**config.mk**
```make
export PLATFORM = sky130hd
export DESIGN_NAME = mem_order_gate
export DESIGN_NICKNAME = d
export VERILOG_FILES = /design/src/rtl/mem_order_pkg.sv /design/src/rtl/mem_order_window.sv /design/src/rtl/mem_order_rules.sv /design/src/rtl/mem_order_gate.sv
export SDC_FILE = /design/constraint.sdc
export NUM_CORES = 1
export LEC_CHECK = 0
export BUFFER_PORTS_ARGS = -buffer_cell sky130_fd_sc_hd__buf_2
export CAP_MARGIN = 30
export CORE_MARGIN = 10
export CORE_UTILIZATION = 55
export CTS_BUF_LIST = sky130_fd_sc_hd__clkbuf_2 sky130_fd_sc_hd__clkbuf_4 sky130_fd_sc_hd__clkbuf_8
export CTS_CLUSTER_DIAMETER = 80
export DETAILED_ROUTE_END_ITERATION = 10
export PLACE_DENSITY = 0.83
export REMOVE_ABC_BUFFERS = 1
export SYNTH_ARGS = -nofsm -noshare
export SYNTH_HDL_FRONTEND = slang
export SYNTH_SLANG_ARGS = --single-unit
```
**constraint.sdc**
```tcl
create_clock -name clk -period 4.09 [get_ports clk]
set_input_delay 0.6135 -clock clk [delete_from_list [all_inputs] [get_ports clk]]
set_output_delay 0.6135 -clock clk [all_outputs]
set_load 0.05 [all_outputs]
```
**src/rtl/mem_order_pkg.sv**
```systemverilog
// Shared encodings and the per-slot record of the ordering gate.
package mem_order_pkg;

    typedef enum logic [1:0] {
        OP_LOAD  = 2'b00,
        OP_STORE = 2'b01,
        OP_FENCE = 2'b10,
        OP_NONE  = 2'b11
    } op_kind_e;

    typedef enum logic [1:0] {
        MD_SEQ     = 2'b00,
        MD_TSO     = 2'b01,
        MD_RELAXED = 2'b10,
        MD_RSVD    = 2'b11
    } ord_mode_e;

    // fence mask bit positions
    localparam int unsigned MB_LL = 0;
    localparam int unsigned MB_LS = 1;
    localparam int unsigned MB_SL = 2;
    localparam int unsigned MB_SS = 3;

    typedef struct packed {
        logic       valid;
        op_kind_e   kind;
        logic [3:0] mask;
        logic       drain;
        logic       done;   // globally performed
    } slot_t;

endpackage

```
**src/rtl/mem_order_window.sv**
```systemverilog
// Program-ordered window of memory operations, oldest in slot 0.
// Assumes: gp_pulse is indexed by the current slot position; retire only
// ever targets slot 0; allocation and retirement may share a cycle.
module mem_order_window
    import mem_order_pkg::*;
#(
    parameter int unsigned DEPTH = 8
) (
    input  logic             clk,
    input  logic             rst_n,
    input  logic             alloc_valid,
    input  op_kind_e         alloc_kind,
    input  logic [3:0]       alloc_mask,
    input  logic             alloc_drain,
    input  logic             retire_req,
    input  logic [DEPTH-1:0] gp_pulse,
    output slot_t [DEPTH-1:0] slots
);
    localparam int unsigned CW = $clog2(DEPTH + 1);

    slot_t [DEPTH-1:0] cur_q;
    slot_t [DEPTH-1:0] marked;
    slot_t [DEPTH-1:0] nxt;
    logic [CW-1:0]     cnt_q;
    logic [CW-1:0]     cnt_nxt;
    logic [CW-1:0]     wr_idx;
    logic              pop;
    logic              push;

    // head leaves only when it is a fence or has performed
    assign pop = retire_req && cur_q[0].valid &&
                 (cur_q[0].kind == OP_FENCE || cur_q[0].done);

    // slot index written by an allocation, after any shift
    assign wr_idx = cnt_q - CW'(pop);
    assign push   = alloc_valid && (wr_idx < CW'(DEPTH));

    // build the next window: latch pulses, shift on pop, append on push
    always_comb begin
        for (int i = 0; i < DEPTH; i++) begin
            marked[i]      = cur_q[i];
            marked[i].done = cur_q[i].done | (gp_pulse[i] & cur_q[i].valid);
        end
        for (int i = 0; i < DEPTH; i++) begin
            if (!pop)
                nxt[i] = marked[i];
            else if (i < DEPTH - 1)
                nxt[i] = marked[(i + 1) % DEPTH];
            else
                nxt[i] = '0;
            if (push && wr_idx == CW'(i)) begin
                nxt[i].valid = 1'b1;
                nxt[i].kind  = alloc_kind;
                nxt[i].mask  = alloc_mask;
                nxt[i].drain = alloc_drain;
                nxt[i].done  = 1'b0;
            end
        end
        cnt_nxt = cnt_q - CW'(pop) + CW'(push);
    end

    // register the window and its occupancy count
    always_ff @(posedge clk) begin
        if (!rst_n) begin
            cur_q <= '0;
            cnt_q <= '0;
        end else begin
            cur_q <= nxt;
            cnt_q <= cnt_nxt;
        end
    end

    assign slots = cur_q;

    AST_FULL_HOLDS: assert property (@(posedge clk) disable iff (!rst_n)
        (cnt_q == CW'(DEPTH) && !pop) |=> (cnt_q == CW'(DEPTH)));

    AST_BLOCKED_RETIRE: assert property (@(posedge clk) disable iff (!rst_n)
        (retire_req && cur_q[0].valid && cur_q[0].kind != OP_FENCE &&
         !cur_q[0].done && !gp_pulse[0] && !alloc_valid)
        |=> (cnt_q == $past(cnt_q) && cur_q[0].valid));

    AST_DONE_STICKY: assert property (@(posedge clk) disable iff (!rst_n)
        (cur_q[DEPTH-1].done && cur_q[DEPTH-1].valid && !pop)
        |=> cur_q[DEPTH-1].done);

endmodule

```
**src/rtl/mem_order_rules.sv**
```systemverilog
// Combinational ordering rules: walks the window oldest to youngest,
// accumulating pending loads/stores and fence-imposed blocks.
// Assumes: slots are packed from slot 0 with no holes.
module mem_order_rules
    import mem_order_pkg::*;
#(
    parameter int unsigned DEPTH = 8
) (
    input  ord_mode_e         mode,
    input  slot_t [DEPTH-1:0] slots,
    output logic [DEPTH-1:0]  issue_ok,
    output logic [DEPTH-1:0]  fwd_ok
);
    // evaluate permissions slot by slot in program order
    always_comb begin : walk
        logic pend_ld, pend_st, blk_ld, blk_st, is_ld, is_st, ok, any_pend;
        pend_ld = 1'b0;
        pend_st = 1'b0;
        blk_ld  = 1'b0;
        blk_st  = 1'b0;
        for (int i = 0; i < DEPTH; i++) begin
            is_ld = slots[i].valid && slots[i].kind == OP_LOAD;
            is_st = slots[i].valid && slots[i].kind == OP_STORE;
            case (mode)
                MD_TSO:     ok = is_ld ? !pend_ld : !(pend_ld || pend_st);
                MD_RELAXED: ok = is_ld ? !blk_ld  : !blk_st;
                default:    ok = !(pend_ld || pend_st);
            endcase
            issue_ok[i] = (is_ld || is_st) && ok;
            fwd_ok[i]   = is_ld && (mode == MD_TSO || (mode == MD_RELAXED && ok));
            if (slots[i].valid && slots[i].kind == OP_FENCE) begin
                any_pend = pend_ld || pend_st;
                blk_ld = blk_ld | (slots[i].mask[MB_LL] & pend_ld)
                                | (slots[i].mask[MB_SL] & pend_st)
                                | (slots[i].drain & any_pend);
                blk_st = blk_st | (slots[i].mask[MB_LS] & pend_ld)
                                | (slots[i].mask[MB_SS] & pend_st)
                                | (slots[i].drain & any_pend);
            end
            pend_ld = pend_ld | (is_ld & !slots[i].done);
            pend_st = pend_st | (is_st & !slots[i].done);
        end
    end

endmodule

```
**src/rtl/mem_order_gate.sv**
```systemverilog
// Top of the memory ordering issue gate: window storage plus rule logic.
// Assumes: mode is held constant while any entry is valid.
module mem_order_gate
    import mem_order_pkg::*;
#(
    parameter int unsigned DEPTH = 8
) (
    input  logic             clk,
    input  logic             rst_n,
    input  logic [1:0]       mode,
    input  logic             alloc_valid,
    input  logic [1:0]       alloc_kind,
    input  logic [3:0]       alloc_mask,
    input  logic             alloc_drain,
    input  logic             retire_req,
    input  logic [DEPTH-1:0] gp_pulse,
    output logic [DEPTH-1:0] entry_valid,
    output logic [DEPTH-1:0] issue_ok,
    output logic [DEPTH-1:0] fwd_ok
);
    slot_t [DEPTH-1:0] slots;
    logic  [DEPTH-1:0] done_vec;

    mem_order_window #(.DEPTH(DEPTH)) u_window (
        .clk         (clk),
        .rst_n       (rst_n),
        .alloc_valid (alloc_valid),
        .alloc_kind  (op_kind_e'(alloc_kind)),
        .alloc_mask  (alloc_mask),
        .alloc_drain (alloc_drain),
        .retire_req  (retire_req),
        .gp_pulse    (gp_pulse),
        .slots       (slots)
    );

    mem_order_rules #(.DEPTH(DEPTH)) u_rules (
        .mode     (ord_mode_e'(mode)),
        .slots    (slots),
        .issue_ok (issue_ok),
        .fwd_ok   (fwd_ok)
    );

    // expose occupancy and gather performed flags for the checks below
    for (genvar g = 0; g < DEPTH; g++) begin : g_flat
        assign entry_valid[g] = slots[g].valid;
        assign done_vec[g]    = slots[g].done;
    end

    AST_SEQ_ONE_OPEN: assert property (@(posedge clk) disable iff (!rst_n)
        (mode == 2'b00) |-> ($countones(issue_ok & ~done_vec) <= 1));

    AST_SEQ_NO_FWD: assert property (@(posedge clk) disable iff (!rst_n)
        (mode == 2'b00) |-> (fwd_ok == '0));

    AST_ONLY_LIVE: assert property (@(posedge clk) disable iff (!rst_n)
        ((issue_ok | fwd_ok) & ~entry_valid) == '0);

    AST_HEAD_FREE: assert property (@(posedge clk) disable iff (!rst_n)
        (mode != 2'b10 && slots[0].valid && slots[0].kind != OP_FENCE)
        |-> issue_ok[0]);

endmodule

```
After elaboration in Yosys (flattened, before gate mapping)
Cells that the tools add are included.
Operators by class
  $lt $le $gt $ge: 1
  multiplexer cells: 48
  equal/unequal tests: 24
  add/subtract/negate cells: 2
  bitwise operators: 107
  reduce and logical (&&, ||, !) cells: 137
Operator list (count)
  2-to-1 mux 9 bit: 16
  logical AND 1 bit: 55
  bitwise OR 1 bit: 54
  bitwise AND 1 bit: 52
  zero test 1 bit: 33
  2-to-1 mux 1 bit: 25
  logical OR 1 bit: 24
  equality test 2 x 1 -> 1 bit (second input constant): 9
  equality test 2 bit (second input constant): 8
  equality test 4 x 3 -> 1 bit (second input constant): 4
  zero test 2 bit: 8
  nonzero test 2 bit: 8
  case mux 1 bit (2 select lines): 7
  OR reduction 2 bit: 7
  equality test 4 x 2 -> 1 bit (second input constant): 2
  adder 4 x 1 -> 4 bit: 1
  equality test 4 x 1 -> 1 bit (second input constant): 1
  zero test 4 bit: 1
  less-than comparator 4 bit (second input constant): 1
  subtractor 4 x 1 -> 4 bit: 1
  OR reduction 3 bit: 1
  NOT 1 bit: 1
Storage, ports and cells
  word-level logic and storage cells: 358
  output and inout port bits: 24
  register bits: 71
  bits of input ports: 21

Logic depth before layout (Yosys ltp)
Gate-level depths: netlist (run 1).
  word-level depth: 33
  gate-level depth with buffers: 14
  mapped depth without buffers: 12

Cells and area by module
From an unflattened synthesis (run 1), not the netlist that was laid out.
Second synthesis, totals
  cell total of the unflattened synthesis: 764
  area, all modules: 6143.4 um^2
By module, submodules not included
  mem_order_window: area an instance 5124.9 um^2, cells an instance 607, seq. area each 1521.5 um^2, times used 1
  mem_order_rules: area an instance 1018.5 um^2, cells an instance 157, seq. area each 0.0 um^2, times used 1

Worst setup path before layout (run 1)
OpenSTA, ideal clock, no wires.
  kind: input -> output
  start: input mode[0]
  end: output fwd_ok[4]
  buffers on the path: 0
  setup slack: 0.504 ns
  arrival time: 2.973 ns
  data required time: 3.477 ns
  cell stages on the path: 5
  path through: inv_1 > ha_1 > o21a_1 > or4_1 > a311oi_1
On the way
  cells in the longest elaborated chain, start to end: 5
  elaborated cells between the ends (all ways): 6
  classes of those cells: 2 x eq/ne; 1 x mux; 3 x reduce/logical
Ends and longest elaborated chain
  start: declaration: line mem_order_gate.sv:10  | input logic [1:0] mode,
  equality test 2 bit or equality test 2 x 1 -> 1 bit (tied branches)
  case mux 1 bit (2 select lines): line mem_order_rules.sv:24  | case (mode)
  logical AND 1 bit: line mem_order_rules.sv:30  | fwd_ok[i] = is_ld && (mode == MD_TSO || (mode == MD_RELAXED && ok));
  logical OR 1 bit *: line mem_order_rules.sv:30
  logical AND 1 bit *: line mem_order_rules.sv:30
  end: declaration: line mem_order_gate.sv:19  | output logic [DEPTH-1:0] fwd_ok
Every way passes the cells marked *; elsewhere a longest branch is shown, timed or not.

Worst setup path in the final report (run 1)
  start: register u_window.cur_q, in the netlist u_window.slots[6]
  end: output issue_ok[7]
On the way
  cells in the longest elaborated chain, start to end: 31
  elaborated cells between the ends (all ways): 109
  classes of those cells: 1 x eq/ne; 15 x mux; 78 x bitwise; 15 x reduce/logical
Ends and longest elaborated chain
  start: declaration: line mem_order_window.sv:21  | slot_t [DEPTH-1:0] cur_q;
  start signal: assignment: line mem_order_window.sv:68  | cur_q <= nxt;
  equality test 2 x 1 -> 1 bit or zero test 2 bit (tied branches): line mem_order_rules.sv:23, mem_order_rules.sv:22
  logical AND 1 bit, on equally long branches: line mem_order_rules.sv:23, mem_order_rules.sv:22
  bitwise AND 1 bit, on equally long branches: line mem_order_rules.sv:41, mem_order_rules.sv:40
  bitwise AND 1 bit (tied with other cells): line mem_order_rules.sv:37  | | (slots[i].mask[MB_SS] & pend_st)
  bitwise OR 1 bit (tied with other cells): line mem_order_rules.sv:37
  bitwise OR 1 bit, on equally long branches: line mem_order_rules.sv:38, mem_order_rules.sv:35
  2-to-1 mux 1 bit: line mem_order_rules.sv:31  | if (slots[i].valid && slots[i].kind == OP_FENCE) begin
  bitwise OR 1 bit, on equally long branches: line mem_order_rules.sv:36, mem_order_rules.sv:33
  [... 15 more ...]
  bitwise OR 1 bit, on equally long branches: line mem_order_rules.sv:36, mem_order_rules.sv:33
  bitwise OR 1 bit, on equally long branches: line mem_order_rules.sv:37, mem_order_rules.sv:34
  bitwise OR 1 bit, on equally long branches: line mem_order_rules.sv:38, mem_order_rules.sv:35
  2-to-1 mux 1 bit: line mem_order_rules.sv:31
  zero test 1 bit: line mem_order_rules.sv:26  | MD_RELAXED: ok = is_ld ? !blk_ld : !blk_st;
  2-to-1 mux 1 bit: line mem_order_rules.sv:26
  case mux 1 bit (2 select lines) *: line mem_order_rules.sv:24
  logical AND 1 bit *: line mem_order_rules.sv:29  | issue_ok[i] = (is_ld || is_st) && ok;
  end: declaration: line mem_order_gate.sv:18  | output logic [DEPTH-1:0] issue_ok,
Marks and branches as above.

==> summary.md, run 1 <==
| Metric | Value |
|---|---|
| Ys flop type | dfxtp_1 |
| HP Start | u_window.slots[64] |
| Switching Fraction | 0.329 |
| Worst-margin pin slew | 0.972 ns |
| Synth cell types | 61 |
| Hold Vio Cnt, Final | 0 |
| Slowest cell on crit path | or3_1 |
| Fmax | 267 MHz |
| Final worst path period share | 0.917 |
| CP Max Fanout | 10 |
| DR vias/cell | 6.25 |
| EDFF count, synth | 0 |
| Hold EP | u_window.slots[64] |
| Num rows | 31 |
| Clock net sink count | 71 |
| Area occupied by multi-input gates | 2430 um2 |
| I/O Buffers | 44 |
| Internal power | 1300 uW |
| CP required | 3.48 ns |
| Status | finished clean |
| Largest net degree at the start of global routing | 63 |
| Gate Count Post-Synth | 541 |
| GPL Wtd Cong | 0.964 |
| Setup bufs post-CTS | 0 |
| Share of layout cells above drive strength 1 | 0.141 |
| Die area | 11300 um2 |
| H-tree Lvls | 3 |
| Switch Pwr | 636 uW |
| Antenna Cells | 0 |
| Clk slew on worst S/H paths | 0.07 ns |
| Die Height | 106 um |
| Detail Route Antenna Nets | 0 |
| Startpoint Class | register |
| CTS resizes | 0 |
| CP Class | reg -> out |
| HP Class | reg -> reg |
| Post-Synth XOR/XNOR Area | 0.00856 |
| Register area | 1420 um2 |
| DRT iter0 DRCs | 327 |
| First-pass GRT wire length | 18900 um |
| Count of final setup violators | 0 |
| Final core occ | 0.622 |
| Simple-gate share of the synthesized area | 0.304 |
| Largest family of logic cells by synthesized area | simple AND/OR/NAND/NOR gates |
| Latest clock arrival within the worst-skew pair | 0.35 ns |
| #FFs+latches synth | 71 |
| Hold buffer count at cts | 0 |
| Num CTS Buffers | 9 |
| Yosys Warn Count | 0 |
| Post-synthesis mux area share | 0.0177 |
| Crit end category | output pin |
| Reg power frac | 0.418 |
| Worst Reg-to-Reg Cells | 10 |
| Reg2Reg Capture Point | u_window.slots[43] |
| Comb power frac | 0.242 |
| Max-slew headroom | 0.351 |
| Total power after layout | 1930 uW |
| Final WL | 11600 um |
| PD cells | 429 nW/um2 |
| Drt drc | 0 |
| Worst Clk Skew | 0.00560 ns |
| Post-place setup slack | 0.723 ns |
| Clock Tree Root | clkbuf_8 |
| FFs w/ async S/R, synth | 0 |
| Core region area | 7250 um2 |
| Mean Syn Cell Area | 7.57 um2 |
| Vias in the first global route | 3883 |
| Die Wd | 106 um |
| Setup TNS | 0 ns |
| Fillers | 671 |
| Crit-path max cell delay | 0.58 ns |
| Via count | 4164 |
| Post-Syn Area | 4090 um2 |
| Fin nets | 589 |
| Register area share after synthesis | 0.347 |
| Crit path DAT | 3.14 ns |
| Worst path cell trace | nor4b_1, or3_1, a2111o_1, a221oi_1, o21a_2, nand2_2, a311oi_2, buf_2 |
| First-pass detailed-route iteration total | 5 |
| Overflow after GRT | 0 |
| Final worst slack | 0.340 ns |
| VDD IR max | 225 uV |
| Initial antenna violation count | 0 |
| Starting Density | 0.564 |
| R2R setup slack | 1.10 ns |
| Drt wl/cell | 17.5 um |
| Max Cap Viol | 0 |
| Top-level port count | 45 |
| Unrepaired setup endpoints after global routing | no |
| Compound-Gate Fraction of Synth Area | 0.246 |
| Slew Viols, Final | 0 |
| Leak pwr | 0.00172 uW |
| Post-synthesis adder-cell area fraction | 0.0183 |
| Hold slack | 0.483 ns |
| Synth-to-Final Area Change | 10.3% |
| Clock power share | 0.340 |
| Hold depth | 1 |
| Post-DP HPWL | 8410 um |
| Tmin final | 3.75 ns |
| CTS tree | yes |
| Crit Reg-Reg Startpoint | u_window.slots[6] |
| Overall Global Routing Usage | 0.200 |
| Clk buf depth | 2 |
-- layout by cell type (no fill, tap or decap), types with 3 or more instances in the layout --
master    count
a22o_1        8
o21ai_0      13
or3b_2        3
nand2_1     123
a21oi_1      21
nor4b_1       3
nor2b_1       8
nand3_1       3
a31oi_1      10
nor4bb_1      5
o311ai_0      4
inv_1        12
and3b_1       3
o21a_1        4
and3_1       10
ha_1          6
nor3b_1       6
mux2i_1       5
a311oi_1     45
o22ai_1       5
buf_2        44
xnor2_1       3
clkbuf_8     11
nor3_1       10
nand2b_1      5
dfxtp_1      71
buf_4         4
and2_1        3
o211ai_1      4
nor2_1       69
nor4_1        3
-- metrics by stage --
step	cells	area (um2)
after floorplan	503	3910
after global placement	650	4280
after detailed placement	650	4280
after CTS	666	4510
after global routing	666	4510
final	666	4510
-- final cells by class --
cell class              instances  share of cell area
clock buffers                  13              0.0369
clock inverters                 3              0.0144
inverters                      14              0.0116
multi-input cells             418               0.539
flip-flops and latches         71               0.315
well taps                      99              0.0274
repair buffers                 48              0.0554
-- power by group through the flow --
stage	Clock [uW]	Sequential [uW]	Combinational [uW]
after floorplan	0	828	322
after global placement	0	821	457
after detailed placement	0	825	458
after CTS	661	808	461
after global routing	696	818	512
final	658	809	468
-- cell usage after synthesis, drive strengths merged, types with 6 or more instances --
cell	count	area, um2
a21oi	21	105
a22o	8	70.1
a311oi	46	409
a31oi	10	62.6
and3	10	62.6
buf	12	86.3
clkbuf	26	97.6
dfxtp	71	1420
ha	6	75.1
inv	13	48.8
nand2	124	468
nor2	69	259
nor2b	8	50.1
nor3	11	66.3
nor3b	6	45.0
o21a	6	47.6
o21ai	13	65.1
-- per-layer routing --
layer  share of wire  GRT usage  vias to the layer above  routed length (um)
li1                -          -                     1993                   -
met1            0.44      0.252                     1984                5100
met2            0.46      0.322                      166                5390
met3           0.082     0.0604                       21                 956
met4           0.017     0.0638                        0                 193
met5               0          0                        -                   0
-- state kept, by name, indices dropped and copies added, names as in the netlist --
signal,flops
u_window.slots,67
u_window.cnt_q,4
-- worst max path at each step --
stage / start / slack [ns] / cells after the start / end
final: u_window.slots[6] / 0.34 / 8 / issue_ok[7]
after global routing: u_window.slots[6] / 0.15 / 8 / issue_ok[7]
after CTS: u_window.slots[6] / 0.37 / 8 / issue_ok[7]
after detailed placement: mode[0] / 0.72 / 10 / issue_ok[7]
after global placement: mode[0] / 0.74 / 10 / issue_ok[7]
after floorplan: u_window.slots[6] / -2.67 / 9 / u_window.slots[36]
-- logic make-up (layout without fill, tap and decap cells) --
logic type / after synthesis / in the layout
buffers and inverters: 52 / 78
AND/OR/NAND/NOR: 267 / 267
multiplexers: 7 / 7
flip-flops: 71 / 71
AO/OA/AOI/OAI: 134 / 134
XOR/XNOR: 4 / 4
adder cells (fa/ha/maj): 6 / 6
-- critical path: cells and delay by family (launching register included) --
| family | cells | cell delay (ns) |
|---|---|---|
| buffers and inverters | 1 | 0.31 |
| DFF | 1 | 0.50 |
| and+or+nand+nor | 3 | 0.79 |
| AOI/OAI and AO/OA | 4 | 1.18 |
(Power assumes the default switching activity.)
==> inputs of run 2 (changes only) <==
Settings changed: GPL_TIMING_DRIVEN set to 0, SETUP_SLACK_MARGIN set to 0.4.
==> summary.md, run 2 (same netlist as run 1, synthesis figures left out) <==
| Metric | Value |
|---|---|
| H-tree Lvls | 3 |
| Num rows | 31 |
| Unrepaired setup endpoints after global routing | yes |
| Die Height | 106 um |
| Max Cap Viol | 0 |
| Placed inst area | 4300 um2 |
| Commonest non-fill, non-tap cell in the layout | nand2_1 |
| CP required | 3.48 ns |
| Crit-path max cell delay | 0.48 ns |
| Final WL | 11500 um |
| Largest net degree at the start of global routing | 56 |
| R2R setup slack | 0.65 ns |
| Clk slew on worst S/H paths | 0.08 ns |
| DRT iter0 DRCs | 231 |
| GPL Wtd Cong | 0.971 |
| Non-filler cells, final | 669 |
| CTS tree | yes |
| Latest clock arrival within the worst-skew pair | 0.36 ns |
| Vias in the first global route | 3962 |
| Clock net sink count | 71 |
| Crit path DAT | 3.04 ns |
| Via count | 4166 |
| Crit Reg-Reg Startpoint | u_window.slots[7] |
| Synth-to-Final Area Change | 13.3% |
| Clock Tree Root | clkbuf_8 |
| Clk buf depth | 2 |
| Antenna Cells | 0 |
| Setup TNS | 0 ns |
| Final worst path period share | 0.894 |
| HP Start | u_window.slots[67] |
| Die area | 11300 um2 |
| First-pass detailed-route iteration total | 5 |
| Overflow after GRT | 0 |
| Total power after layout | 2010 uW |
| DR vias/cell | 6.23 |
| Fillers | 622 |
| Hold buffer count at cts | 0 |
| Final core occ | 0.639 |
| First-pass GRT wire length | 19100 um |
| Worst-margin pin slew | 0.984 ns |
| Status | finished clean |
| Tmin final | 3.65 ns |
| Slew Viols, Final | 0 |
| Share of layout cells above drive strength 1 | 0.170 |
| Starting Density | 0.564 |
| Drt wl/cell | 17.1 um |
| Overall Global Routing Usage | 0.203 |
| Drt drc | 0 |
| Setup crit start | u_window.slots[17] |
| HP Class | reg -> reg |
| Slowest cell on crit path | o311ai_0 |
| PD cells | 433 nW/um2 |
| Max-slew headroom | 0.343 |
| Post-DP HPWL | 8280 um |
| Core region area | 7250 um2 |
| Num CTS Buffers | 9 |
| I/O Buffers | 44 |
| Hold depth | 2 |
| Initial antenna violation count | 0 |
| Die Wd | 106 um |
| Count of final setup violators | 0 |
| Max reg flops | 67 |
| Fin nets | 592 |
| Commonest non-fill, non-tap cells in the layout | nand2_1, dfxtp_1, nor2_1 |
| Hold EP | u_window.slots[58] |
| DP Cell Count | 651 |
| Leak pwr | 0.00175 uW |
| Worst Clk Skew | 0.00782 ns |
| CP Class | reg -> out |
| Hold Vio Cnt, Final | 0 |
| Startpoint Class | register |
| Design Area, Final | 4640 um2 |
| Detail Route Antenna Nets | 0 |
| Reg2Reg Capture Point | u_window.slots[67] |
| VDD IR max | 220 uV |
| Top-level port count | 45 |
| Crit end category | output pin |
| Worst Reg-to-Reg Cells | 12 |
| Fmax | 274 MHz |
| CP Max Fanout | 9 |
| Worst path cell trace | nor4b_2, or3_4, o311ai_0, o211ai_1, nor4_1, nand2_2, a311oi_2, buf_4 |
run 2: changes by cell type in the layout (fill, tap and decap cells not counted), moves of 2 or more:
cell	previous run	this run
buf_2	44	40
buf_4	4	7
clkinv_4	0	2
nor4b_1	3	1
nor4b_2	0	2
nor4bb_1	5	3
nor4bb_2	0	2
run 2: worst max path at each step:
stage                    endpoint  slack (ns)  depth (start not counted)
6_report              issue_ok[7]        0.44                          8
5_1_grt        u_window.slots[13]        0.35                         13
4_1_cts               issue_ok[7]        0.42                         10
3_5_place_dp   u_window.slots[41]       -0.25                         11
3_3_place_gp   u_window.slots[36]       -5.33                          9
2_1_floorplan  u_window.slots[36]       -2.67                          9
run 2: area by class of cell:
cell class / instances / area (um2) / area share
Multi-Input combinational cell: 418 / 2490 / 0.537
Sequential cell: 71 / 1420 / 0.307
Timing Repair Buffer: 51 / 287 / 0.0618
Inverter: 14 / 57.6 / 0.0124
Tap cell: 99 / 124 / 0.0267
Clock buffer: 11 / 151 / 0.0326
Clock inverter: 5 / 104 / 0.0224
run 2: layer usage:
| metal | routed length (um) | global-route usage | vias up |
|---|---|---|---|
| li1 | - | - | 1998 |
| met1 | 5100 | 0.258 | 2009 |
| met2 | 5340 | 0.322 | 144 |
| met3 | 894 | 0.0598 | 15 |
| met4 | 128 | 0.0629 | 0 |
| met5 | 0 | 0 | - |
run 2: repair_timing:
action                                  in CTS  in global routing
gates resized for setup                      4                 14
hold endpoints to repair                     0                  0
setup buffers                                2                  0
endpoints found under the setup margin      77                 64
pin swaps                                    1                  0
run 2: power breakdown:
| group | switching [uW] | leakage, uW | internal [uW] |
|---|---|---|---|
| combinational | 310 | 0.00104 | 175 |
| clock | 270 | 0.000130 | 438 |
| sequential | 66.5 | 0.000575 | 747 |
| total | 646 | 0.00175 | 1360 |
run 2: worst max-delay path, delay by kind of cell (launching register included):
kind,cells,cell delay [ns]
buffers and inverters,1,0.24
AO/OA/AOI/OAI,3,0.92
AND/OR/NAND/NOR,4,1.12
flip-flops,1,0.39
run 2: stage by stage:
stage | hold slack, ns | setup slack (ns)
after floorplan | 0.445 | -2.67
after global placement | 0.461 | -5.33
after detailed placement | 0.466 | -0.253
after CTS | 0.482 | 0.424
after global routing | 0.502 | 0.350
final | 0.482 | 0.435
